### config.mk
export PLATFORM = sky130hd
export DESIGN_NAME = imm_exec
export DESIGN_NICKNAME = d
export VERILOG_FILES = /design/src/rtl/imm_exec_pkg.sv /design/src/rtl/imm_exec_alu.sv /design/src/rtl/imm_exec_dp.sv /design/src/rtl/imm_exec_ctrl.sv /design/src/rtl/imm_exec.sv
export SDC_FILE = /design/constraint.sdc
export NUM_CORES = 1
export LEC_CHECK = 0
export CORE_MARGIN = 2
export CORE_UTILIZATION = 35
export CTS_CLUSTER_DIAMETER = 120
export DETAILED_ROUTE_END_ITERATION = 8
export RECOVER_POWER = 25
export SLEW_MARGIN = 25
export SYNTH_ARGS = -nofsm -noshare
export SYNTH_HDL_FRONTEND = slang
export SYNTH_SLANG_ARGS = --single-unit
export TNS_END_PERCENT = 20
### constraint.sdc
create_clock -name clk -period 8.2 [get_ports clk]
set_clock_uncertainty 0.05 [all_clocks]
set_input_delay 1.64 -clock clk [delete_from_list [all_inputs] [get_ports clk]]
set_output_delay 1.64 -clock clk [all_outputs]
set_load 0.01 [all_outputs]
### src/rtl/imm_exec_pkg.sv
package imm_exec_pkg;

  localparam int WORD_W     = 32;
  localparam int WORD_BYTES = WORD_W / 8;
  localparam int IDX_W      = $clog2(WORD_BYTES);
  localparam int NUM_REGS   = 8;
  localparam int REG_W      = $clog2(NUM_REGS);

  localparam logic [7:0] OPC_GROUP  = 8'h81;
  localparam logic [7:0] OPC_SUB_R0 = 8'h2D;
  localparam logic [7:0] OPC_AND_R0 = 8'h25;
  localparam logic [7:0] OPC_OR_R0  = 8'h0D;
  localparam logic [7:0] OPC_XOR_R0 = 8'h35;

  // Values equal the ModRM bits 5:3 operation field
  typedef enum logic [2:0] {
    OP_ADD  = 3'd0,
    OP_OR   = 3'd1,
    OP_RSV2 = 3'd2,
    OP_RSV3 = 3'd3,
    OP_AND  = 3'd4,
    OP_SUB  = 3'd5,
    OP_XOR  = 3'd6,
    OP_RSV7 = 3'd7
  } alu_op_e;

  typedef struct packed {
    logic             immShift;
    logic             regWrite;
    logic             wordLoad;
    logic             resultLatch;
    logic             destMem;
    logic [REG_W-1:0] regSel;
    alu_op_e          op;
    logic [IDX_W-1:0] byteIdx;
  } ctrl_strobe_t;

endpackage

### src/rtl/imm_exec_alu.sv
module imm_exec_alu
  import imm_exec_pkg::*;
(
  input  alu_op_e           op,
  input  logic [WORD_W-1:0] opA,
  input  logic [WORD_W-1:0] opB,
  output logic [WORD_W-1:0] res
);

  always_comb begin
    unique case (op)
      OP_ADD:  res = opA + opB;
      OP_SUB:  res = opA - opB;
      OP_AND:  res = opA & opB;
      OP_OR:   res = opA | opB;
      OP_XOR:  res = opA ^ opB;
      default: res = opA;
    endcase
  end

endmodule

### src/rtl/imm_exec_dp.sv
module imm_exec_dp
  import imm_exec_pkg::*;
#(
  parameter int ADDR_W = 8
) (
  input  logic              clk,
  input  logic              rstN,
  input  ctrl_strobe_t      strobe,
  input  logic [7:0]        inByte,
  input  logic [7:0]        memRdData,
  output logic [ADDR_W-1:0] memAddr,
  output logic [7:0]        memWrData,
  output logic [WORD_W-1:0] doneData
);

  logic [WORD_W-1:0] regFile [NUM_REGS];
  logic [WORD_W-1:0] immQ;
  logic [WORD_W-1:0] memWordQ;
  logic [WORD_W-1:0] resultQ;
  logic [WORD_W-1:0] opA;
  logic [WORD_W-1:0] aluRes;

  assign opA = strobe.destMem ? memWordQ : regFile[strobe.regSel];

  imm_exec_alu alu_i (
    .op  (strobe.op),
    .opA (opA),
    .opB (immQ),
    .res (aluRes)
  );

  for (genvar g = 0; g < NUM_REGS; g++) begin : g_reg
    always_ff @(posedge clk) begin
      if (!rstN) begin
        regFile[g] <= '0;
      end else if (strobe.regWrite && (strobe.regSel == REG_W'(g))) begin
        regFile[g] <= aluRes;
      end
    end
  end

  always_ff @(posedge clk) begin
    if (!rstN) begin
      immQ     <= '0;
      memWordQ <= '0;
      resultQ  <= '0;
    end else begin
      if (strobe.immShift) immQ <= {inByte, immQ[WORD_W-1:8]};
      if (strobe.wordLoad) memWordQ[strobe.byteIdx*8 +: 8] <= memRdData;
      if (strobe.resultLatch) resultQ <= aluRes;
    end
  end

  assign memAddr   = regFile[strobe.regSel][ADDR_W-1:0] + ADDR_W'(strobe.byteIdx);
  assign memWrData = aluRes[strobe.byteIdx*8 +: 8];
  assign doneData  = resultQ;

  // each accepted immediate byte enters at the top and moves down
  a_r3_imm_top_byte: assert property (@(posedge clk) disable iff (!rstN)
    strobe.immShift |=> immQ[WORD_W-1 -: 8] == $past(inByte));

  // a captured read byte lands in the word lane picked by the index
  a_r5_word_lane: assert property (@(posedge clk) disable iff (!rstN)
    (strobe.wordLoad && strobe.byteIdx == '0) |=> memWordQ[7:0] == $past(memRdData));

endmodule

### src/rtl/imm_exec_ctrl.sv
module imm_exec_ctrl
  import imm_exec_pkg::*;
(
  input  logic         clk,
  input  logic         rstN,
  input  logic [7:0]   inByte,
  input  logic         inValid,
  output logic         inReady,
  output logic         memRd,
  output logic         memWr,
  output logic         done,
  output logic         error,
  output ctrl_strobe_t strobe
);

  typedef enum logic [2:0] {
    S_OPC, S_MODRM, S_IMM, S_REGWB, S_RDREQ, S_RDCAP, S_WR
  } state_e;

  state_e           stateQ;
  alu_op_e          opQ;
  logic [REG_W-1:0] destRegQ;
  logic             destMemQ;
  logic             badQ;
  logic [IDX_W-1:0] cntQ;
  logic             doneQ;
  logic             errorQ;
  logic             cntLast;

  logic [1:0]       modF;
  logic [2:0]       subF;
  logic [REG_W-1:0] rmF;
  logic             subOk;
  logic             modOk;

  assign modF    = inByte[7:6];
  assign subF    = inByte[5:3];
  assign rmF     = inByte[2:0];
  assign subOk   = (subF == 3'd0) || (subF == 3'd1) || (subF == 3'd4) ||
                   (subF == 3'd5) || (subF == 3'd6);
  assign modOk   = (modF == 2'b11) ||
                   ((modF == 2'b00) && (rmF != 3'd4) && (rmF != 3'd5));
  assign cntLast = (cntQ == IDX_W'(WORD_BYTES - 1));

  assign inReady = (stateQ == S_OPC) || (stateQ == S_MODRM) || (stateQ == S_IMM);
  assign memRd   = (stateQ == S_RDREQ);
  assign memWr   = (stateQ == S_WR);
  assign done    = doneQ;
  assign error   = errorQ;

  always_comb begin
    strobe             = '0;
    strobe.immShift    = (stateQ == S_IMM) && inValid;
    strobe.regWrite    = (stateQ == S_REGWB);
    strobe.wordLoad    = (stateQ == S_RDCAP);
    strobe.resultLatch = (stateQ == S_REGWB) || ((stateQ == S_WR) && cntLast);
    strobe.destMem     = destMemQ;
    strobe.regSel      = destRegQ;
    strobe.op          = opQ;
    strobe.byteIdx     = cntQ;
  end

  always_ff @(posedge clk) begin
    if (!rstN) begin
      stateQ   <= S_OPC;
      opQ      <= OP_ADD;
      destRegQ <= '0;
      destMemQ <= 1'b0;
      badQ     <= 1'b0;
      cntQ     <= '0;
      doneQ    <= 1'b0;
      errorQ   <= 1'b0;
    end else begin
      doneQ  <= 1'b0;
      errorQ <= 1'b0;
      unique case (stateQ)
        S_OPC: begin
          if (inValid) begin
            destRegQ <= '0;
            destMemQ <= 1'b0;
            badQ     <= 1'b0;
            cntQ     <= '0;
            unique case (inByte)
              OPC_GROUP:  stateQ <= S_MODRM;
              OPC_SUB_R0: begin opQ <= OP_SUB; stateQ <= S_IMM; end
              OPC_AND_R0: begin opQ <= OP_AND; stateQ <= S_IMM; end
              OPC_OR_R0:  begin opQ <= OP_OR;  stateQ <= S_IMM; end
              OPC_XOR_R0: begin opQ <= OP_XOR; stateQ <= S_IMM; end
              default:    errorQ <= 1'b1;
            endcase
          end
        end
        S_MODRM: begin
          if (inValid) begin
            opQ      <= alu_op_e'(subF);
            destRegQ <= rmF;
            destMemQ <= (modF == 2'b00);
            badQ     <= !(subOk && modOk);
            stateQ   <= S_IMM;
          end
        end
        S_IMM: begin
          if (inValid) begin
            cntQ <= cntQ + 1'b1;
            if (cntLast) begin
              if (badQ) begin
                errorQ <= 1'b1;
                stateQ <= S_OPC;
              end else if (destMemQ) begin
                stateQ <= S_RDREQ;
              end else begin
                stateQ <= S_REGWB;
              end
            end
          end
        end
        S_REGWB: begin
          doneQ  <= 1'b1;
          stateQ <= S_OPC;
        end
        S_RDREQ: stateQ <= S_RDCAP;
        S_RDCAP: begin
          cntQ   <= cntQ + 1'b1;
          stateQ <= cntLast ? S_WR : S_RDREQ;
        end
        S_WR: begin
          cntQ <= cntQ + 1'b1;
          if (cntLast) begin
            doneQ  <= 1'b1;
            stateQ <= S_OPC;
          end
        end
        default: stateQ <= S_OPC;
      endcase
    end
  end

  // read and write strobes are exclusive
  a_r10_rd_wr_exclusive: assert property (@(posedge clk) disable iff (!rstN)
    !(memRd && memWr));

  // no byte is accepted while memory is being accessed
  a_r10_no_accept_in_mem: assert property (@(posedge clk) disable iff (!rstN)
    (memRd || memWr) |-> !inReady);

  // completion and rejection never coincide
  a_r11_done_err_exclusive: assert property (@(posedge clk) disable iff (!rstN)
    !(done && error));

  // done is a single-cycle pulse
  a_r11_done_single: assert property (@(posedge clk) disable iff (!rstN)
    done |=> !done);

  // a rejection is never preceded by a state update
  a_r7_err_no_update: assert property (@(posedge clk) disable iff (!rstN)
    error |-> $past(!strobe.regWrite && !memWr));

  // a rejected memory form issues no read
  a_r8_bad_no_read: assert property (@(posedge clk) disable iff (!rstN)
    memRd |-> !badQ);

endmodule

### src/rtl/imm_exec.sv
module imm_exec
  import imm_exec_pkg::*;
#(
  parameter int ADDR_W = 8
) (
  input  logic              clk,
  input  logic              rstN,
  input  logic [7:0]        inByte,
  input  logic              inValid,
  output logic              inReady,
  output logic [ADDR_W-1:0] memAddr,
  output logic              memRd,
  output logic              memWr,
  output logic [7:0]        memWrData,
  input  logic [7:0]        memRdData,
  output logic              done,
  output logic              error,
  output logic [31:0]       doneData
);

  ctrl_strobe_t strobe;

  imm_exec_ctrl ctrl_i (
    .clk     (clk),
    .rstN    (rstN),
    .inByte  (inByte),
    .inValid (inValid),
    .inReady (inReady),
    .memRd   (memRd),
    .memWr   (memWr),
    .done    (done),
    .error   (error),
    .strobe  (strobe)
  );

  imm_exec_dp #(.ADDR_W(ADDR_W)) dp_i (
    .clk       (clk),
    .rstN      (rstN),
    .strobe    (strobe),
    .inByte    (inByte),
    .memRdData (memRdData),
    .memAddr   (memAddr),
    .memWrData (memWrData),
    .doneData  (doneData)
  );

endmodule

==> metrics.txt <==
# hold bufs at CTS=0; worst slew pin tran=2590 ps; H-tree levels=2; met2 wire length=30,900 um; CP Capture Point=memWrData[4]; multiplexer area fraction after synthesis=0.105; vias in the first global route=15,924; xor/xnor share of the synthesized area=0.0221; critical path required time=6510 ps; kind of cell adding the most delay to the critical path=compound AO/OA/AOI/OAI gates; YS warnings=0; share of the synthesized area in the top cell type=0.373; Routed WL=68,800 um; CP max-delay cell=dfxtp_4; critical path's largest stage delay=670 ps; Max clock buf depth=3; most area-consuming cells after synthesis=edfxtp_1, dfxtp_1, mux4_2; initial antenna violation count=0; CTS Root Cell=clkbuf_16; Chip Width=247 um; fmax=0.128 GHz; WL met1=30,700 um; fin crit share=0.953; Mapped Area=20,600 sq um; CTS tree=built; Initial DRC Count=1,752; Final min period=7820 ps; Yosys reg bits=370; drt first pass iters=5; most frequent cell after synthesis=nor2_1; ant diodes=0; met3 routed WL=5090 um; buffer and inverter count on the worst path=1; vias per cell=5.75; Post-DRT Antenna Nets=0; Slew headroom=-0.729; Skew-Pair Late Insertion Delay=580 ps; max_cap viols=7; Seq/Total Area, Yosys=0.484; FF-to-FF End=dp_i.regFile[7][27]$_SDFFCE_PN0P_; CP Class=flip-flop to output pin; clock buffer count from CTS=40; outcome=finished with violations; DRC viols=0; port bufs=71; largest fanout on the critical path=24; nets@finish=2,163; Synth Area in Adders=0.0657; die area=60,900 sq um; Synth Area in Simple Gates=0.146; Data arrival, critical path=6130 ps; largest net degree at the start of global routing=82; hpwl dp=45,300 um; gr ovfl total=0; Fin. Hold Viols=0; overall power=4550 uW; fin cells=2,832; WL/cell=24.3 um; Unique masters post-synth=86; syn nets=2,129; HP Class=flip-flop to flip-flop; Starting Density=0.356; failing checks=max-capacitance violations, max-slew violations; RD Place Congestion=0.948; fillers=5,650; Mapped Cells=2,003; Post-synth top flop=edfxtp_1; max-slew violation count=220; Worst Reg-to-Reg Cells=16; Placeable Area=57,900 sq um; area leader, netlist=edfxtp_1; row cnt=88; CTS Sinks=370; Post-synth top cells=nor2_1, edfxtp_1, nand2_1; top sig layer=met4; Async SR Flop Fraction=0; peak supply drop=0.125 mV; CP Depth=13; R2R Path Start=dp_i.immQ[2]$_SDFFE_PN0P_; Crit. End Element=output pin; EDFF count, synth=256; first-pass GRT wire length=102,000 um; placed insts=2,760; CTS clock-pin slew for the worst setup and hold paths=60 ps; final setup vio count=0; static leakage=0.00842 uW; largest family of logic cells by synthesized area=simple AND/OR/NAND/NOR gates; Die Y-Extent=247 um; share of post-route cells with drive strength above 1=0.122; FF-to-FF setup slack=2730 ps; complex-gate fraction of the synthesized area=0.136; Worst setup SP type=flip-flop; via count=16,273; I/O pins=72; Setup Total Neg Slack=0 ps; Avg Inst Size Synth=10.3 sq um; area grow syn2layout=14.3%; Total GRT Usage=0.226; power density cells=193 nW/um^2; RSZ-0062 raised after global routing=false; CP cell instances=mux4_2 > mux2i_1 > a21oi_1 > ha_1 > nor2b_1 > o2111ai_1 > a211oi_1 > o41ai_1 > xnor2_1 > a21boi_1 > mux2_2 > a221oi_1 > clkdlybuf4s50_1
==> routing by layer <==
metal  track usage  vias up
met5             0        -
met4        0.0737        0
met3        0.0366      120
met2         0.350      672
met1         0.321     8186
li1              -     7295
==> logic make-up (layout without fill, tap and decap cells) <==
logic type	Yosys count	after routing
buf+inv	219	283
fa+ha+maj	107	107
flops	370	370
simple gates	700	700
compound gates	425	425
mux	130	130
xor+xnor	52	52
==> worst min-delay path by stage <==
stage	startpoint	endpoint	slack [ps]	cells past startpoint
floorplan	dp_i.memWordQ[0]$_SDFFE_PN0P_	dp_i.memWordQ[0]$_SDFFE_PN0P_	380	2
global placement	dp_i.memWordQ[19]$_SDFFE_PN0P_	dp_i.memWordQ[19]$_SDFFE_PN0P_	390	2
detailed placement	dp_i.memWordQ[19]$_SDFFE_PN0P_	dp_i.memWordQ[19]$_SDFFE_PN0P_	400	2
CTS	dp_i.memWordQ[22]$_SDFFE_PN0P_	dp_i.memWordQ[22]$_SDFFE_PN0P_	410	2
global route	dp_i.memWordQ[28]$_SDFFE_PN0P_	dp_i.memWordQ[28]$_SDFFE_PN0P_	440	2
finish	dp_i.memWordQ[5]$_SDFFE_PN0P_	dp_i.memWordQ[5]$_SDFFE_PN0P_	410	2
==> stage by stage <==
step,area (sq um),setup slack (ps),utilization,hold slack [ps]
final,23600,385,0.407,411
after global routing,23600,73.6,0.407,439
after CTS,23600,313,0.407,411
after detailed placement,22200,903,0.384,402
after global placement,22200,971,0.384,393
after floorplan,20600,2090,-,379
==> timing repair <==
item                                    CTS  global route
buffers inserted                          0             0
endpoints found under the setup margin    0             2
gates resized for setup                   0             1
==> worst min-delay path, cell delays in order, from the launching register on <==
cell and delay [ps]:
dfxtp_1 310, nand2_1 50, a21oi_1 50
==> placed cells by master (no fill, tap or decap), drive strengths merged, types with 45 or more instances in the layout <==
cell	n
clkdlybuf4s50	69
mux4	65
dfxtp	114
o21ai	86
edfxtp	256
clkbuf	64
mux2i	46
a21oi	156
nand3	60
nor2	363
xnor2	45
nand2	175
ha	105
inv	91
==> layout make-up <==
type	count	area (sq um)	share of cell area
clock buffer	57	1130	0.0481
clock inverter	15	228	0.00966
inverter	93	350	0.0149
multi-input combinational	1414	9860	0.418
sequential	370	9980	0.423
tap	765	957	0.0406
timing repair buffer	118	1060	0.0451
==> sequential cells by signal (all words and copies together) (netlist names), 2 cells and up, named ones only <==
name and cells:
ctrl_i.destRegQ 3, ctrl_i.cntQ 2, ctrl_i.opQ 3, dp_i.immQ 32, ctrl_i.stateQ 3, dp_i.doneData 32, dp_i.regFile 256, dp_i.memWordQ 32
==> report_power, final <==
part           leakage (uW)  switching (uW)  internal (uW)
Clock              0.000667             781           1100
Combinational       0.00419             416            193
Sequential          0.00356            16.8           2040
Total               0.00842            1210           3330
Note: power is estimated with default switching activity, not from simulation.
